**src/rtl/pps_pkg.sv**
```systemverilog
package pps_pkg;

  typedef enum logic [3:0] {
    PH_TRIG   = 4'd0,
    PH_BUILD  = 4'd1,
    PH_DMAEND = 4'd2,
    PH_SWAP   = 4'd3,
    PH_FIN    = 4'd4,
    PH_PREP   = 4'd5,
    PH_CHECK  = 4'd6,
    PH_FREE   = 4'd7,
    PH_START  = 4'd8
  } phase_e;

  typedef struct packed {
    logic capture;
    logic swap;
    logic toggleBank;
    logic cntEn;
    logic useFreeLim;
    logic setErrDma;
    logic setErrFree;
  } strobe_t;

  localparam int NBANK = 2;
  localparam logic [7:0] SEL_RD_BANK0 = 8'hEA;
  localparam logic [7:0] SEL_RD_BANK1 = 8'hD5;

endpackage

```
**src/rtl/pps_ctrl.sv**
```systemverilog
module pps_ctrl
  import pps_pkg::*;
(
  input  logic    clk,
  input  logic    rstN,
  input  logic    trig,
  input  logic    buildDone,
  input  logic    dmaBusy,
  input  logic    dmaFree,
  input  logic    xferEvent,
  input  logic    prepAck,
  input  logic    chkAck,
  input  logic    dmaAck,
  input  logic    timeout,
  output phase_e  phase,
  output strobe_t strb,
  output logic    finPulse,
  output logic    prepReq,
  output logic    chkReq,
  output logic    dmaReq
);

  phase_e nxt;

  always_ff @(posedge clk or negedge rstN) begin
    if (!rstN) phase <= PH_TRIG;
    else       phase <= nxt;
  end

  always_comb begin
    nxt      = phase;
    strb     = '0;
    finPulse = 1'b0;
    prepReq  = 1'b0;
    chkReq   = 1'b0;
    dmaReq   = 1'b0;
    case (phase)
      PH_TRIG: begin
        if (trig) begin
          strb.capture = 1'b1;
          nxt = PH_BUILD;
        end
      end
      PH_BUILD: begin
        if (buildDone) nxt = PH_DMAEND;
      end
      PH_DMAEND: begin
        strb.cntEn = 1'b1;
        if (!dmaBusy) begin
          nxt = PH_SWAP;
        end else if (timeout) begin
          strb.setErrDma = 1'b1;
          nxt = PH_SWAP;
        end
      end
      PH_SWAP: begin
        strb.swap = 1'b1;
        nxt = PH_FIN;
      end
      PH_FIN: begin
        finPulse = 1'b1;
        nxt = PH_PREP;
      end
      PH_PREP: begin
        prepReq = 1'b1;
        if (prepAck) nxt = PH_CHECK;
      end
      PH_CHECK: begin
        chkReq = 1'b1;
        if (chkAck) begin
          if (xferEvent) begin
            nxt = PH_FREE;
          end else begin
            strb.toggleBank = 1'b1;
            nxt = PH_TRIG;
          end
        end
      end
      PH_FREE: begin
        strb.cntEn      = 1'b1;
        strb.useFreeLim = 1'b1;
        if (dmaFree) begin
          nxt = PH_START;
        end else if (timeout) begin
          strb.setErrFree = 1'b1;
          strb.toggleBank = 1'b1;
          nxt = PH_TRIG;
        end
      end
      PH_START: begin
        dmaReq = 1'b1;
        if (dmaAck) begin
          strb.toggleBank = 1'b1;
          nxt = PH_TRIG;
        end
      end
      default: nxt = PH_TRIG;
    endcase
  end

  // no trigger keeps the sequencer idle
  p_idle_hold_r2: assert property (@(posedge clk) disable iff (!rstN)
    (phase == PH_TRIG && !trig) |=> phase == PH_TRIG);

  // builders not done keeps the build wait
  p_build_hold_r11: assert property (@(posedge clk) disable iff (!rstN)
    (phase == PH_BUILD && !buildDone) |=> phase == PH_BUILD);

  // finished strobe lasts one cycle
  p_fin_single_r5: assert property (@(posedge clk) disable iff (!rstN)
    finPulse |=> !finPulse);

  // requests held until acknowledged
  p_prep_hold_r6: assert property (@(posedge clk) disable iff (!rstN)
    (prepReq && !prepAck) |=> prepReq);
  p_chk_hold_r6: assert property (@(posedge clk) disable iff (!rstN)
    (chkReq && !chkAck) |=> chkReq);
  p_dma_hold_r6: assert property (@(posedge clk) disable iff (!rstN)
    (dmaReq && !dmaAck) |=> dmaReq);

  // the swap is always followed by the finished phase
  p_swap_then_fin_r3: assert property (@(posedge clk) disable iff (!rstN)
    (phase == PH_SWAP) |=> phase == PH_FIN);

endmodule

```
**src/rtl/pps_dpath.sv**
```systemverilog
module pps_dpath
  import pps_pkg::*;
#(
  parameter int IC_W = 16,
  parameter int TO_W = 12
) (
  input  logic            clk,
  input  logic            rstN,
  input  strobe_t         strb,
  input  logic [IC_W-1:0] icData,
  input  logic [TO_W-1:0] dmaLimit,
  input  logic [TO_W-1:0] freeLimit,
  output logic            timeout,
  output logic [7:0]      bufSelN,
  output logic [IC_W-1:0] icBuf [NBANK],
  output logic            curBank,
  output logic            errDmaEnd,
  output logic            errNoFree
);

  logic [TO_W-1:0] waitCnt;
  logic [TO_W-1:0] limSel;

  assign limSel  = strb.useFreeLim ? freeLimit : dmaLimit;
  assign timeout = strb.cntEn && (waitCnt == limSel);

  always_ff @(posedge clk or negedge rstN) begin
    if (!rstN)           waitCnt <= '0;
    else if (!strb.cntEn) waitCnt <= '0;
    else if (!timeout)   waitCnt <= waitCnt + 1'b1;
  end

  for (genvar b = 0; b < NBANK; b++) begin : g_ic
    always_ff @(posedge clk or negedge rstN) begin
      if (!rstN)                                      icBuf[b] <= '0;
      else if (strb.capture && (curBank == 1'(b)))    icBuf[b] <= icData;
    end
  end

  always_ff @(posedge clk or negedge rstN) begin
    if (!rstN) begin
      bufSelN   <= SEL_RD_BANK1;
      curBank   <= 1'b0;
      errDmaEnd <= 1'b0;
      errNoFree <= 1'b0;
    end else begin
      if (strb.swap)       bufSelN   <= curBank ? SEL_RD_BANK1 : SEL_RD_BANK0;
      if (strb.toggleBank) curBank   <= ~curBank;
      if (strb.setErrDma)  errDmaEnd <= 1'b1;
      if (strb.setErrFree) errNoFree <= 1'b1;
    end
  end

  // select byte holds one of its two legal codes
  p_sel_legal_r4: assert property (@(posedge clk) disable iff (!rstN)
    (bufSelN == SEL_RD_BANK0) || (bufSelN == SEL_RD_BANK1));

  // select byte moves only on a swap strobe
  p_sel_stable_r4: assert property (@(posedge clk) disable iff (!rstN)
    !strb.swap |=> $stable(bufSelN));

  // error flags are sticky
  p_err_dma_sticky_r7: assert property (@(posedge clk) disable iff (!rstN)
    errDmaEnd |=> errDmaEnd);
  p_err_free_sticky_r9: assert property (@(posedge clk) disable iff (!rstN)
    errNoFree |=> errNoFree);

endmodule

```
**src/rtl/pingpong_evt_seq.sv**
```systemverilog
module pingpong_evt_seq
  import pps_pkg::*;
#(
  parameter int IC_W = 16,
  parameter int TO_W = 12
) (
  input  logic            clk,
  input  logic            rstN,
  input  logic            startList,
  input  logic            slaveReady,
  input  logic [IC_W-1:0] icData,
  input  logic            buildDone,
  input  logic            dmaBusy,
  input  logic            dmaFree,
  input  logic            xferEvent,
  input  logic [TO_W-1:0] dmaLimit,
  input  logic [TO_W-1:0] freeLimit,
  input  logic            prepAck,
  input  logic            chkAck,
  input  logic            dmaAck,
  output logic            finPulse,
  output logic            prepReq,
  output logic            chkReq,
  output logic            dmaReq,
  output logic [7:0]      bufSelN,
  output logic [IC_W-1:0] icBuf0,
  output logic [IC_W-1:0] icBuf1,
  output logic            curBank,
  output logic [3:0]      phase,
  output logic            errDmaEnd,
  output logic            errNoFree
);

  strobe_t         strb;
  phase_e          phaseQ;
  logic            timeout;
  logic [IC_W-1:0] icBuf [NBANK];

  pps_ctrl u_ctrl (
    .clk       (clk),
    .rstN      (rstN),
    .trig      (startList | slaveReady),
    .buildDone (buildDone),
    .dmaBusy   (dmaBusy),
    .dmaFree   (dmaFree),
    .xferEvent (xferEvent),
    .prepAck   (prepAck),
    .chkAck    (chkAck),
    .dmaAck    (dmaAck),
    .timeout   (timeout),
    .phase     (phaseQ),
    .strb      (strb),
    .finPulse  (finPulse),
    .prepReq   (prepReq),
    .chkReq    (chkReq),
    .dmaReq    (dmaReq)
  );

  pps_dpath #(.IC_W(IC_W), .TO_W(TO_W)) u_dpath (
    .clk       (clk),
    .rstN      (rstN),
    .strb      (strb),
    .icData    (icData),
    .dmaLimit  (dmaLimit),
    .freeLimit (freeLimit),
    .timeout   (timeout),
    .bufSelN   (bufSelN),
    .icBuf     (icBuf),
    .curBank   (curBank),
    .errDmaEnd (errDmaEnd),
    .errNoFree (errNoFree)
  );

  assign phase  = phaseQ;
  assign icBuf0 = icBuf[0];
  assign icBuf1 = icBuf[1];

endmodule

```
**config.mk**
```make
export PLATFORM = sky130hd
export DESIGN_NAME = pingpong_evt_seq
export DESIGN_NICKNAME = d
export VERILOG_FILES = /design/src/rtl/pps_pkg.sv /design/src/rtl/pps_ctrl.sv /design/src/rtl/pps_dpath.sv /design/src/rtl/pingpong_evt_seq.sv
export SDC_FILE = /design/constraint.sdc
export NUM_CORES = 1
export LEC_CHECK = 0
export BUFFER_PORTS_ARGS = -buffer_cell sky130_fd_sc_hd__buf_2
export CORE_UTILIZATION = 49
export DETAILED_ROUTE_END_ITERATION = 7
export PLACE_DENSITY_LB_ADDON = 0.3
export REMOVE_ABC_BUFFERS = 1
export SYNTH_ARGS = -nofsm -noshare
export SYNTH_HDL_FRONTEND = slang
export SYNTH_SLANG_ARGS = --single-unit
```
**constraint.sdc**
```tcl
create_clock -name clk -period 3 [get_ports clk]
set_input_delay 0.3 -clock clk [delete_from_list [all_inputs] [get_ports clk]]
set_output_delay 0.3 -clock clk [all_outputs]
set_load 0.005 [all_outputs]
```
==> run_results.csv <==
group,metric,value,unit
run_status,status,"finished, final reports clean",
pwr,finalPower,2.76,mW
grt,grt_pass1_wl,9730,um
pwr,power_density,811,mW/mm^2
sta,finalHoldViolCount,0,
grt,track_usage,20.0,%
sta,setup_viol,0,
yosys,netlist_area,0.00278,sq mm
yosys,synth_top_cell_area_share,46.9,%
placed_design,io_buffers,99,
setup_path,end_kind,"flip-flop",
routing,drtAntennaViolNets,0,
sta,worst_slack,0.468,ns
cells_and_area,final_util,62.3,%
floorplan,die_area,0.00597,sq mm
floorplan,ioPinCount,102,
floorplan,start_util,50.7,%
yosys,ys_warn_count,0,
yosys,synth_top_area_cell,"dfrtp_1",
routing,firstDrtPassIters,6,
yosys,ys_async_sr_fraction,100,%
clock_network,cts_resized,0,
yosys,synth_cells,249,
sta,rsz0062_at_grt,"no",
sta,min_period,2.53,ns
yosys,synth_common_cells,"dfrtp_1, mux2_2, nand2_1, mux2i_1, nor2_1",
placed_design,pre_cts_ws,0.491,ns
sta,fmax,395,MHz
yosys,synth_area_leaders,"dfrtp_1, mux2_2, mux2i_1, xor2_1, buf_4",
clock_network,hold_buffers,0,
routing,avgRoutedWirePerCell,13.9,um
routing,drt-total-wl,5840,um
yosys,ys_seq_elements,53,
routing,drc_errors,0,
placed_design,dp_hpwl,4350,um
job,drv_cap,0,
cells_and_area,final_area,0.00341,sq mm
cells_and_area,area_delta_synth_final,22.7,%
routing,vias_per_cell,5.31,
clock_network,clockBufferDepth,2,
routing,drt_iter0_markers,145,
clock_network,clkTransAtPathRegs,0.09,ns
grt,grt-ovfl-total,0,
cells_and_area,n_antenna_cell,0,
clock_network,root_buffer,"clkbuf_8",
pwr,irDropWorstVdd,0.000536,V
grt,antenna_found_initial,0,
placed_design,placed_cell_area,0.00332,sq mm
pwr,leakage,1.76,nW
floorplan,rows,27,
cells_and_area,nets,399,
sta,worst-slew-pin-transition,0.713,ns
sta,max-slew-margin-rel,51.2,%
yosys,synthFlopType,"dfrtp_1",
sta,maxSlewViolCount,0,
grt,first_global_vias,2180,
yosys,avgSynthCellArea,11.2,sq um
clock_network,clock_latency,0.30,ns
setup_path,worstPathRequired,3.22,ns
yosys,synth_edf_count,0,
min_path,hold_path.class,"in -> async",
clock_network,cts_buffers,5,
routing,num_vias,2229,
yosys,ys_types,51,
setup_path,path_class,"reg -> reg",
setup_path,crit_path_max_fanout,17,
clock_network,cts_tree,"built",
floorplan,core,0.00547,sq mm
cells_and_area,drive_gt1_share,44.5,%
sta,fin_skew,0.00384,ns
grt,grt_max_degree,36,
clock_network,clkSinkCount,53,
clock_network,cts-htree-levels,2,
cells_and_area,fillers,458,
yosys,yosysMostFrequentCell,"dfrtp_1",
clock_network,postCtsSetupBuffers,0,
sta,tns,0,ns
setup_path,critical_path_arrival,2.75,ns
setup_path,cp-start-kind,"flip-flop",
floorplan,fp.dieW,77.3,um
floorplan,die_height,77.3,um
yosys,yosysSeqAreaShare,47.8,%
sta,period_share,84.4,%
placed_design,place_congestion,0.802,
flip-flops by register name, summed over array words and instances (netlist names):
register and cells:
u_dpath.bufSelN 2, u_dpath.icBuf 32, u_ctrl.phase 4, u_dpath.errDmaEnd 1
u_dpath.curBank 1, u_dpath.waitCnt 12, u_dpath.errNoFree 1
final timing paths:
path	start	end	slack [ns]	cells past startpoint
min in group clk	dmaFree	u_ctrl.phase[3]	0.23	2
worst min register to register	u_dpath.errNoFree	u_dpath.errNoFree	0.46	1
worst max register to register	u_ctrl.phase[3]	u_dpath.waitCnt[11]	0.47	8
worst max-delay path	u_ctrl.phase[3]	u_dpath.waitCnt[11]	0.47	8
max in group asynchronous	rstN	u_dpath.waitCnt[6]	2.20	2
worst min-delay path	rstN	u_dpath.icBuf[7]	0.06	1
placed cells by master (no fill, tap or decap), types with 3 or more instances in the layout:
cell	count
buf_2	99
dfrtp_1	52
mux2_2	34
nand2_1	13
nor2_1	12
mux2i_1	12
inv_1	10
a21oi_1	10
buf_4	8
xor2_1	7
or4_1	7
nand3_1	6
nor3_1	5
xnor2_1	5
and3_1	5
o21ai_0	5
clkbuf_8	5
nand2b_1	4
o22ai_1	4
nor2b_1	3
or3_1	3
a21o_1	3
cell families (layout without fill, tap and decap cells):
logic type	after synthesis	in the layout	synth area share [%]
compound gates	39	39	9.46
xor+xnor	12	12	3.79
fa+ha+maj	1	1	0.451
buf+inv	27	125	5.18
flops	53	53	47.8
mux	47	47	18.7
other cells	1	2	0.135
simple gates	69	69	14.5
stage by stage:
step                      cells  hold WS (ns)
final                       420        0.0550
after global routing        420         0.104
after CTS                   420        0.0713
after detailed placement    412         0.400
after global placement      412         0.402
after floorplan             233       0.00441
worst max-delay path: stages (launching register included):
cell and delay (ns):
dfrtp_1 0.38, nand4b_4 0.33, mux2_2 0.31, a222oi_1 0.06, and4_1 0.23, and3_1 0.27
buf_4 0.22, or4_1 0.50, a21oi_1 0.15
per-layer routing:
| layer | vias up | part of all wire (%) | global-route usage (%) |
|---|---|---|---|
| li1 | 1086 | - | - |
| met1 | 1072 | 46 | 26.9 |
| met3 | 2 | 6.8 | 5.71 |
| met4 | 0 | 0.26 | 4.15 |
| met2 | 69 | 47 | 32.2 |
| met5 | - | 0 | 0 |
report_power, final:
group          switching [mW]  leakage [nW]  internal, mW  total, mW
logic                   0.565          1.06         0.663       1.23
registers               0.156         0.666         0.987       1.14
clock network           0.229        0.0374         0.165      0.393
total                   0.949          1.76          1.81       2.76
cell type report:
cell class                      instances  area [sq um]  area share [%]
Clock buffer                            6          72.6            2.13
Clock inverter                          2          15.0           0.441
Inverter                               10          37.5            1.10
Multi-Input combinational cell        170          1310            38.4
Sequential cell                        53          1330            39.0
Tap cell                               72          90.1            2.64
Timing Repair Buffer                  107           556            16.3
No activity file was read; power rests on OpenSTA's default activity.
